### config.mk
export PLATFORM = sky130hd
export DESIGN_NAME = i2c_reg_slave
export DESIGN_NICKNAME = d
export VERILOG_FILES = /design/src/rtl/i2c_reg_pkg.sv /design/src/rtl/i2c_line_sync.sv /design/src/rtl/i2c_slave_ctrl.sv /design/src/rtl/i2c_slave_dp.sv /design/src/rtl/i2c_reg_slave.sv
export SDC_FILE = /design/constraint.sdc
export NUM_CORES = 1
export LEC_CHECK = 0
export ABC_AREA = 1
export BUFFER_PORTS_ARGS = -buffer_cell sky130_fd_sc_hd__buf_2
export CORE_MARGIN = 3
export CORE_UTILIZATION = 30
export DETAILED_ROUTE_END_ITERATION = 6
export PLACE_DENSITY = 0.55
export SYNTH_ARGS = -nofsm -noshare
export SYNTH_HDL_FRONTEND = slang
export SYNTH_SLANG_ARGS = --single-unit
### constraint.sdc
create_clock -name clk -period 2.48 [get_ports clk]
set_input_delay 0.496 -clock clk [delete_from_list [all_inputs] [get_ports clk]]
set_output_delay 0.496 -clock clk [all_outputs]
set_load 0.02 [all_outputs]
### src/rtl/i2c_reg_pkg.sv
package i2c_reg_pkg;
  localparam int BYTE_W = 8;

  typedef enum logic [3:0] {
    ST_IDLE, ST_RX_CTRL, ST_RX_ADDR, ST_RX_DATA,
    ST_ACK_CTRL, ST_ACK_ADDR, ST_ACK_DATA, ST_TX_DATA, ST_TX_ACK
  } busState_t;

  // strobes from control to datapath
  typedef struct packed {
    logic rxShift;
    logic ptrLoad;
    logic ptrStep;
    logic txLoad;
    logic txShift;
    logic wrCommit;
  } dpCtl_t;
endpackage

### src/rtl/i2c_line_sync.sv
module i2c_line_sync (
  input  logic clk,
  input  logic rstN,
  input  logic sclIn,
  input  logic sdaIn,
  output logic sdaS,
  output logic sclRise,
  output logic sclFall,
  output logic startDet,
  output logic stopDet
);
  logic [1:0] sclMeta, sdaMeta;
  logic sclS, sclPrev, sdaPrev;

  always_ff @(posedge clk or negedge rstN) begin
    if (!rstN) begin
      sclMeta <= 2'b11;
      sdaMeta <= 2'b11;
      sclPrev <= 1'b1;
      sdaPrev <= 1'b1;
    end else begin
      sclMeta <= {sclMeta[0], sclIn};
      sdaMeta <= {sdaMeta[0], sdaIn};
      sclPrev <= sclS;
      sdaPrev <= sdaS;
    end
  end

  assign sclS     = sclMeta[1];
  assign sdaS     = sdaMeta[1];
  assign sclRise  = sclS & ~sclPrev;
  assign sclFall  = ~sclS & sclPrev;
  assign startDet = sclS & sclPrev & sdaPrev & ~sdaS;
  assign stopDet  = sclS & sclPrev & ~sdaPrev & sdaS;
endmodule

### src/rtl/i2c_slave_ctrl.sv
module i2c_slave_ctrl
  import i2c_reg_pkg::*;
#(
  parameter logic [3:0] DEV_PREFIX = 4'b0100
) (
  input  logic              clk,
  input  logic              rstN,
  input  logic              sdaS,
  input  logic              sclRise,
  input  logic              sclFall,
  input  logic              startDet,
  input  logic              stopDet,
  input  logic [2:0]        strapAddr,
  input  logic [BYTE_W-1:0] rxByte,
  input  logic              txMsb,
  output dpCtl_t            ctl,
  output logic              sdaOe
);
  localparam logic [3:0] LAST_BIT = 4'(BYTE_W);

  busState_t state, nxtState;
  logic [3:0] bitCnt, nxtCnt;
  logic       mAck, nxtAck;
  logic       ctrlHit;

  assign ctrlHit = (rxByte[7:1] == {DEV_PREFIX, strapAddr});

  always_comb begin
    nxtState = state;
    nxtCnt   = bitCnt;
    nxtAck   = mAck;
    ctl      = '0;
    if (stopDet) begin
      nxtState = ST_IDLE;
    end else if (startDet) begin
      nxtState = ST_RX_CTRL;
      nxtCnt   = '0;
    end else begin
      unique case (state)
        ST_RX_CTRL, ST_RX_ADDR, ST_RX_DATA: begin
          if (sclRise && bitCnt < LAST_BIT) begin
            ctl.rxShift = 1'b1;
            nxtCnt      = bitCnt + 4'd1;
          end else if (sclFall && bitCnt == LAST_BIT) begin
            nxtCnt = '0;
            if (state == ST_RX_CTRL) begin
              nxtState = ctrlHit ? ST_ACK_CTRL : ST_IDLE;
            end else if (state == ST_RX_ADDR) begin
              nxtState    = ST_ACK_ADDR;
              ctl.ptrLoad = 1'b1;
            end else begin
              nxtState = ST_ACK_DATA;
            end
          end
        end
        ST_ACK_CTRL: if (sclFall) begin
          if (rxByte[0]) begin
            nxtState   = ST_TX_DATA;
            ctl.txLoad = 1'b1;
          end else begin
            nxtState = ST_RX_ADDR;
          end
        end
        ST_ACK_ADDR: if (sclFall) nxtState = ST_RX_DATA;
        ST_ACK_DATA: if (sclFall) begin
          ctl.wrCommit = 1'b1;
          ctl.ptrStep  = 1'b1;
          nxtState     = ST_RX_DATA;
        end
        ST_TX_DATA: if (sclFall) begin
          if (bitCnt == LAST_BIT - 4'd1) begin
            nxtState = ST_TX_ACK;
            nxtCnt   = '0;
          end else begin
            ctl.txShift = 1'b1;
            nxtCnt      = bitCnt + 4'd1;
          end
        end
        ST_TX_ACK: begin
          if (sclRise) begin
            nxtAck      = ~sdaS;
            ctl.ptrStep = 1'b1;
          end else if (sclFall) begin
            if (mAck) begin
              nxtState   = ST_TX_DATA;
              ctl.txLoad = 1'b1;
            end else begin
              nxtState = ST_IDLE;
            end
          end
        end
        default: ;
      endcase
    end
  end

  always_ff @(posedge clk or negedge rstN) begin
    if (!rstN) begin
      state  <= ST_IDLE;
      bitCnt <= '0;
      mAck   <= 1'b0;
    end else begin
      state  <= nxtState;
      bitCnt <= nxtCnt;
      mAck   <= nxtAck;
    end
  end

  assign sdaOe = (state == ST_ACK_CTRL) || (state == ST_ACK_ADDR) ||
                 (state == ST_ACK_DATA) || ((state == ST_TX_DATA) && !txMsb);
endmodule

### src/rtl/i2c_slave_dp.sv
module i2c_slave_dp
  import i2c_reg_pkg::*;
#(
  parameter int REG_COUNT = 11,
  localparam int AW = $clog2(REG_COUNT)
) (
  input  logic              clk,
  input  logic              rstN,
  input  dpCtl_t            ctl,
  input  logic              sdaS,
  input  logic              byteMode,
  input  logic [BYTE_W-1:0] regRdata,
  output logic [BYTE_W-1:0] rxByte,
  output logic              txMsb,
  output logic [AW-1:0]     ptr
);
  localparam logic [AW-1:0] LAST_A = AW'(REG_COUNT - 1);

  logic [BYTE_W-1:0] txByte;

  always_ff @(posedge clk or negedge rstN) begin
    if (!rstN) begin
      rxByte <= '0;
      txByte <= '1;
      ptr    <= '0;
    end else begin
      if (ctl.rxShift) rxByte <= {rxByte[BYTE_W-2:0], sdaS};
      if (ctl.txLoad)       txByte <= regRdata;
      else if (ctl.txShift) txByte <= {txByte[BYTE_W-2:0], 1'b1};
      if (ctl.ptrLoad)
        ptr <= (rxByte > BYTE_W'(REG_COUNT - 1)) ? '0 : rxByte[AW-1:0];
      else if (ctl.ptrStep && !byteMode)
        ptr <= (ptr == LAST_A) ? '0 : ptr + AW'(1);
    end
  end

  assign txMsb = txByte[BYTE_W-1];
endmodule

### src/rtl/i2c_reg_slave.sv
module i2c_reg_slave
  import i2c_reg_pkg::*;
#(
  parameter int         REG_COUNT  = 11,
  parameter logic [3:0] DEV_PREFIX = 4'b0100
) (
  input  logic        clk,
  input  logic        rstN,
  input  logic        sclIn,
  input  logic        sdaIn,
  input  logic [2:0]  strapAddr,
  input  logic        byteMode,
  output logic        sdaOe,
  output logic [3:0]  regAddr,
  output logic [7:0]  regWdata,
  output logic        regWe,
  output logic        regRe,
  input  logic [7:0]  regRdata
);
  localparam int AW = $clog2(REG_COUNT);

  logic sdaS, sclRise, sclFall, startDet, stopDet, txMsb;
  logic [BYTE_W-1:0] rxByte;
  logic [AW-1:0] ptr;
  dpCtl_t ctl;

  i2c_line_sync u_sync (
    .clk(clk), .rstN(rstN), .sclIn(sclIn), .sdaIn(sdaIn), .sdaS(sdaS),
    .sclRise(sclRise), .sclFall(sclFall), .startDet(startDet), .stopDet(stopDet)
  );

  i2c_slave_ctrl #(.DEV_PREFIX(DEV_PREFIX)) u_ctrl (
    .clk(clk), .rstN(rstN), .sdaS(sdaS), .sclRise(sclRise), .sclFall(sclFall),
    .startDet(startDet), .stopDet(stopDet), .strapAddr(strapAddr),
    .rxByte(rxByte), .txMsb(txMsb), .ctl(ctl), .sdaOe(sdaOe)
  );

  i2c_slave_dp #(.REG_COUNT(REG_COUNT)) u_dp (
    .clk(clk), .rstN(rstN), .ctl(ctl), .sdaS(sdaS), .byteMode(byteMode),
    .regRdata(regRdata), .rxByte(rxByte), .txMsb(txMsb), .ptr(ptr)
  );

  assign regAddr  = 4'(ptr);
  assign regWdata = rxByte;
  assign regWe    = ctl.wrCommit;
  assign regRe    = ctl.txLoad;
endmodule

==> Word-level counts from Yosys, hierarchy flattened <==
Index checks and enable logic that the tools add are counted.
{ "word_totals": {"ff_bits": 35, "romBits": 0, "output_inout_bits": 15, "ramBits": 0, "input_bits": 16, "memories": 0, "latchBits": 0} }
{ "op_classes": {"order_cmp": 2, "n_div": 0, "addsub": 2, "multipliers": 0, "bitwise": 13, "eq_ne": 22, "shifts": 0, "n_reduce_logical": 18, "mux": 49} }
{ "op_table": {"columns": ["op", "n"], "rows": [
  ["$mux 4", 20],
  ["$eq 4x3->1 const B", 5],
  ["$ne 4x3->1 const B", 5],
  ["$pmux 4 s5", 1],
  ["$mux 1", 16],
  ["$mux 8", 2],
  ["$eq 4x4->1 const B", 3],
  ["$mux 6", 2],
  ["$mux 3", 3],
  ["$reduce_and 9->1", 1],
  ["$add 4x1->4 const B", 2],
  ["$eq 4x2->1 const B", 2],
  ["$gt 8x4->1 const B", 1],
  ["$ne 4x4->1 const B", 2],
  ["$pmux 4 s2", 1],
  ["$reduce_and 4->1", 2],
  ["$and 1x1->1", 7],
  ["$eq 7x6->1", 1],
  ["$reduce_bool 7->1", 1],
  ["$not 1->1", 6],
  ["$eq 4x1->1 const B", 1],
  ["$logic_and 1x1->1", 4],
  ["$lt 4x4->1 const B", 1],
  ["$mux 2", 2],
  ["10 further kinds", 15]
]} }

==> Depth between registers and ports, before layout <==
{ "depth": {"depth_word": 11, "ltp_mapped": 10, "mapped_depth_nobuf": 10} }

==> Hierarchy <==
From an unflattened synthesis, not the netlist that was laid out.
{ "unflattened": {"cells_unflattened": 302, "area_unflattened_um2": 2125.8} }
{ "modules_own_cells": {"columns": ["mod", "area_per_inst_um2", "n_inst", "seq_area_each_um2", "cells_per_inst"], "rows": [
  ["i2c_slave_dp", 1013.5, 1, 510.5, 135],
  ["i2c_slave_ctrl", 913.4, 1, 225.2, 150],
  ["i2c_line_sync", 198.9, 1, 157.7, 17]
]} }

==> Worst setup path after synthesis <==
No wires, ideal clock.
{ "synth_timing": {"path_kind": "reg2out", "startpoint": "register u_ctrl.state[2]", "endpoint": "output port regRe", "arrival_time_ns": 1.019, "setup_slack_ns": 0.965, "path_stages_with_launch": 7, "cell_sequence": "dfrtp_1 -> inv_2 -> nor2_4 -> nand3_2 -> nand2_2 -> nand2_4 -> inv_1"} }
{ "synth_between": {"elab_chain_cells": 4, "word_cells_on_any_way": 5, "classes_between": "eq/ne: 2; mux: 3"} }
{ "synth_rtl": {"columns": ["item", "line_no", "text"], "rows": [
  ["start, declared", "i2c_slave_ctrl.sv:21", "busState_t state, nxtState;"],
  ["start signal, assigned", "i2c_slave_ctrl.sv:103", "state <= nxtState;"],
  ["$eq 4x4->1 or $eq 4x3->1 (tied branches)", "i2c_slave_ctrl.sv:39", "unique case (state)"],
  ["$pmux 1 s2 *", "i2c_slave_ctrl.sv:39", null],
  ["$mux 6 *", "i2c_slave_ctrl.sv:35", "end else if (startDet) begin"],
  ["$mux 6 *", "i2c_slave_ctrl.sv:33", "if (stopDet) begin"],
  ["end, declared", "i2c_reg_slave.sv:17", "output logic regRe,"]
]} }
Mark *: on every way between the ends. The rest lies on a longest branch, timed or not.

==> Worst setup path after layout <==
{ "layout_timing": {"startpoint": "register u_sync.sclMeta[1]", "endpoint": "output port regRe"} }
{ "layout_between": {"elab_chain_cells": 7, "word_cells_on_any_way": 14, "classes_between": "mux: 6; bitwise: 8"} }
{ "layout_rtl": {"columns": ["item", "line_no", "text"], "rows": [
  ["start, declared", "i2c_line_sync.sv:12", "logic [1:0] sclMeta, sdaMeta;"],
  ["start signal, assigned", "i2c_line_sync.sv:22", "sclMeta <= {sclMeta[0], sclIn};"],
  ["$not 1->1", "i2c_line_sync.sv:32", "assign sclFall = ~sclS & sclPrev;"],
  ["$and 1x1->1", "i2c_line_sync.sv:32", null],
  ["$mux 1", "i2c_slave_ctrl.sv:83", "end else if (sclFall) begin"],
  ["$mux 1", "i2c_slave_ctrl.sv:80", "if (sclRise) begin"],
  ["$pmux 1 s2", "i2c_slave_ctrl.sv:39", null],
  ["$mux 6", "i2c_slave_ctrl.sv:35", null],
  ["$mux 6 *", "i2c_slave_ctrl.sv:33", null]
]} }
Marks and branches as above.

==> metrics.md <==
| Metric | Value |
|---|---|
| Status | complete, no violations |
| Largest net degree at the start of global routing | 36 |
| Fin crit share | between 80% and 90% |
| Global-route wire length before repair | 8170 um |
| Critical path, cell by cell | inv_1 > nand2_1 > inv_1 > nand2_4 > inv_1 > buf_2 |
| Final Setup Violations | 0 |
| Setup_tns | 0 ns |
| Post-CTS Setup Inserts | 0 |
| DRT antenna net count | 0 |
| Critical path endpoint category | output pin |
| Die Ht | 88.4 um |
| Final design area excluding fillers | roughly 0.0024 sq mm |
| Clock latency on the worst-skew pair | 0.29 ns |
| Commonest non-fill, non-tap cells in the layout | nand2_1 (61), inv_1 (44), o21ai_0 (35) |
| Max Fclk | between 400 and 500 MHz |
| Fin cells | 382 |
| DR iter-0 viols | 93 |
| Syn_nets | 287 |
| Sequential cell area | 893 sq um |
| Critical path's top delay family | flip-flops |
| Mapped Avg Cell Area | 7.57 sq um |
| Clock tree buffer depth | 2 |
| Ys flop type | dfrtp_1 |
| Sequential fraction of the synthesis area | 43.9% |
| Layout area overhead | 15.5% |
| Die Area | 0.00781 sq mm |
| Cell total after placement | 374 |
| Max stage delay cell, worst path | dfstp_2 |
| Async SR Flop Fraction | 100% |
| Max-slew violations | 0 |
| Hpwl dp | 3430 um |
| Placement Cell Area | 0.00227 sq mm |
| Layout cells sized above 1 | between 20% and 30% |
| Inserted Clock Buffers | 5 |
| CTS Root Cell | clkbuf_8 |
| Worst path most repeated cell | inv_1 |
| Vias per cell | 4.70 |
| Port bufs | 30 |
| WL final | roughly 4500 um |
| Worst-path clk slew | 0.08 ns |
| RSZ-0062 raised after global routing | false |
| Number of antenna violations at the first check in global routing | 0 |
| Tot GR Track Use | a little over an eighth |
| Synth Instances | about 270 |
| Post-synth EDFFs | 0 |
| Final core utilization | 36.4% |
| Power Dens Cells | 1080 mW/mm^2 |
| CTS tree | done |
| Largest area contributor in the netlist | dfrtp_1 |
| ANT cells | 0 |
| Arrival @ worst endpoint | around 1.6 ns |
| Core box area | 0.00646 sq mm |
| Max rail drop VDD | 397 uV |
| Top-area cell type share of the netlist area | 25.8% |
| Clock Sinks | 35 |
| Startpoint types | flip-flop |
| Skew final | ~0.010 ns |
| Multi-input gate area | 950 sq um |
| Largest cells by area after synthesis | dfrtp_1 (26%), dfstp_2 (18%), nand2_1 (11%) |
| NumNets Final | 322 |
| # fillers | 683 |
| Leakage power | approximately 1.2 nW |
| Synth warn | 0 |
| Worst path max stage delay | 0.56 ns |
| Commonest non-fill, non-tap cell in the layout | nand2_1 |
| CP Max Fanout | 16 |
| IO Count | 31 |
| Total number of vias | 1795 |
| Setup Crit Path Kind | reg -> out |
| Initial Util | 31.5% |
| Drt wl/cell | 11.8 um |
| Slew Limit Headroom | a little under half |
| Worst Path Required | 1.98 ns |
| Final min period | 2.09 ns |
| Cell variety after synth | 27 |
| GRT overflow | 0 |
| Cell Area, Synth | 0.00204 sq mm |
| Maxcap violations | 0 |
| GP Congestion | 0.901 |
| HP Class | in -> async |
| CTS H-Tree Depth | 2 |
| DIE WIDTH | approximately 88 um |
| Rows | 29 |
| Worst Path Buf+Inv | 4 |
| CTS resizes | 0 |
| DRC errors left | 0 |
| Tightest Pin Transition | 0.793 ns |
| Vias in the first global route | 1769 |
| DR pass1 iterations | 5 |
| Hold Fails Final Rpt | 0 |
| Flops & latches, synth | 35 |
| CTS Hold Bufs | 0 |
cells by family (layout without fill, tap and decap cells):
| logic type | Yosys count | in the layout | share of synthesized area (%) |
|---|---|---|---|
| buffers and inverters | 49 | 85 | 9.52 |
| AO/OA/AOI/OAI | 54 | 54 | 13.8 |
| multiplexers | 1 | 1 | 0.553 |
| adder cells (fa/ha/maj) | 2 | 2 | 1.23 |
| AND/OR/NAND/NOR | 124 | 124 | 29.4 |
| flip-flops | 35 | 35 | 43.9 |
| XOR/XNOR | 4 | 4 | 1.72 |
per-stage QoR:
| step | power, W | hold slack (ns) | setup slack [ns] |
|---|---|---|---|
| floorplan | 0.00182 | 0.200 | 0.965 |
| CTS | 0.00257 | 0.289 | 0.395 |
| finish | 0.00253 | 0.286 | 0.395 |
| global route | 0.00278 | 0.287 | 0.257 |
| global placement | 0.00214 | 0.347 | 0.738 |
| detailed placement | 0.00214 | 0.349 | 0.724 |
cells in the mapped netlist (all sizes together) (4+ instances only):
library cell and count:
nand2 66, o21ai 47, inv 46, nor2 30
nand3 22, dfrtp 21, dfstp 14, nand4 6
a21oi 4, xor2 4
path summary, 6_finish.rpt:
| kind | slack [ns] | endpoint | from | depth (start not counted) |
|---|---|---|---|---|
| worst max-delay path | 0.39 | regRe | u_sync.sclMeta[1] | 6 |
| worst min-delay path | 0.29 | u_dp.rxByte[7] | rstN | 1 |
| worst max register to register | 0.78 | u_ctrl.state[2] | u_sync.sdaMeta[1] | 8 |
| worst min register to register | 0.36 | u_sync.sdaMeta[1] | u_sync.sdaMeta[0] | 0 |
| max in group asynchronous | 1.69 | u_dp.ptr[1] | rstN | 1 |
| min in group clk | 0.30 | u_sync.sclMeta[0] | sclIn | 1 |
area by class of cell:
type	count	share of cell area, %
inverter	47	7.55
timing repair buffer	30	6.38
multi-input combinational	185	40.4
tap	77	4.10
sequential	35	38.0
clock buffer	6	3.09
clock inverter	2	0.532
state kept, by name (all words and copies together), names as in the netlist, 2 cells and up:
signal and flops:
u_dp.rxByte 8, u_dp.txByte 8, u_ctrl.bitCnt 4, u_ctrl.state 4, u_dp.ptr 4, u_sync.sclMeta 2, u_sync.sdaMeta 2
per-layer routing:
layer | track usage, % | vias to the layer above | part of all wire (%)
met2 | 21.4 | 41 | 45
met5 | 0 | - | 0
met1 | 17.9 | 820 | 49
met3 | 2.33 | 8 | 3.6
li1 | - | 926 | -
met4 | 4.67 | 0 | 1.5
power by group:
group | switching [W] | internal (W)
registers | 0.000177 | 0.000808
logic | 0.000755 | 0.000387
clock network | 0.000208 | 0.000196
total | 0.00114 | 0.00139
Power figures use the tool's default switching activity.
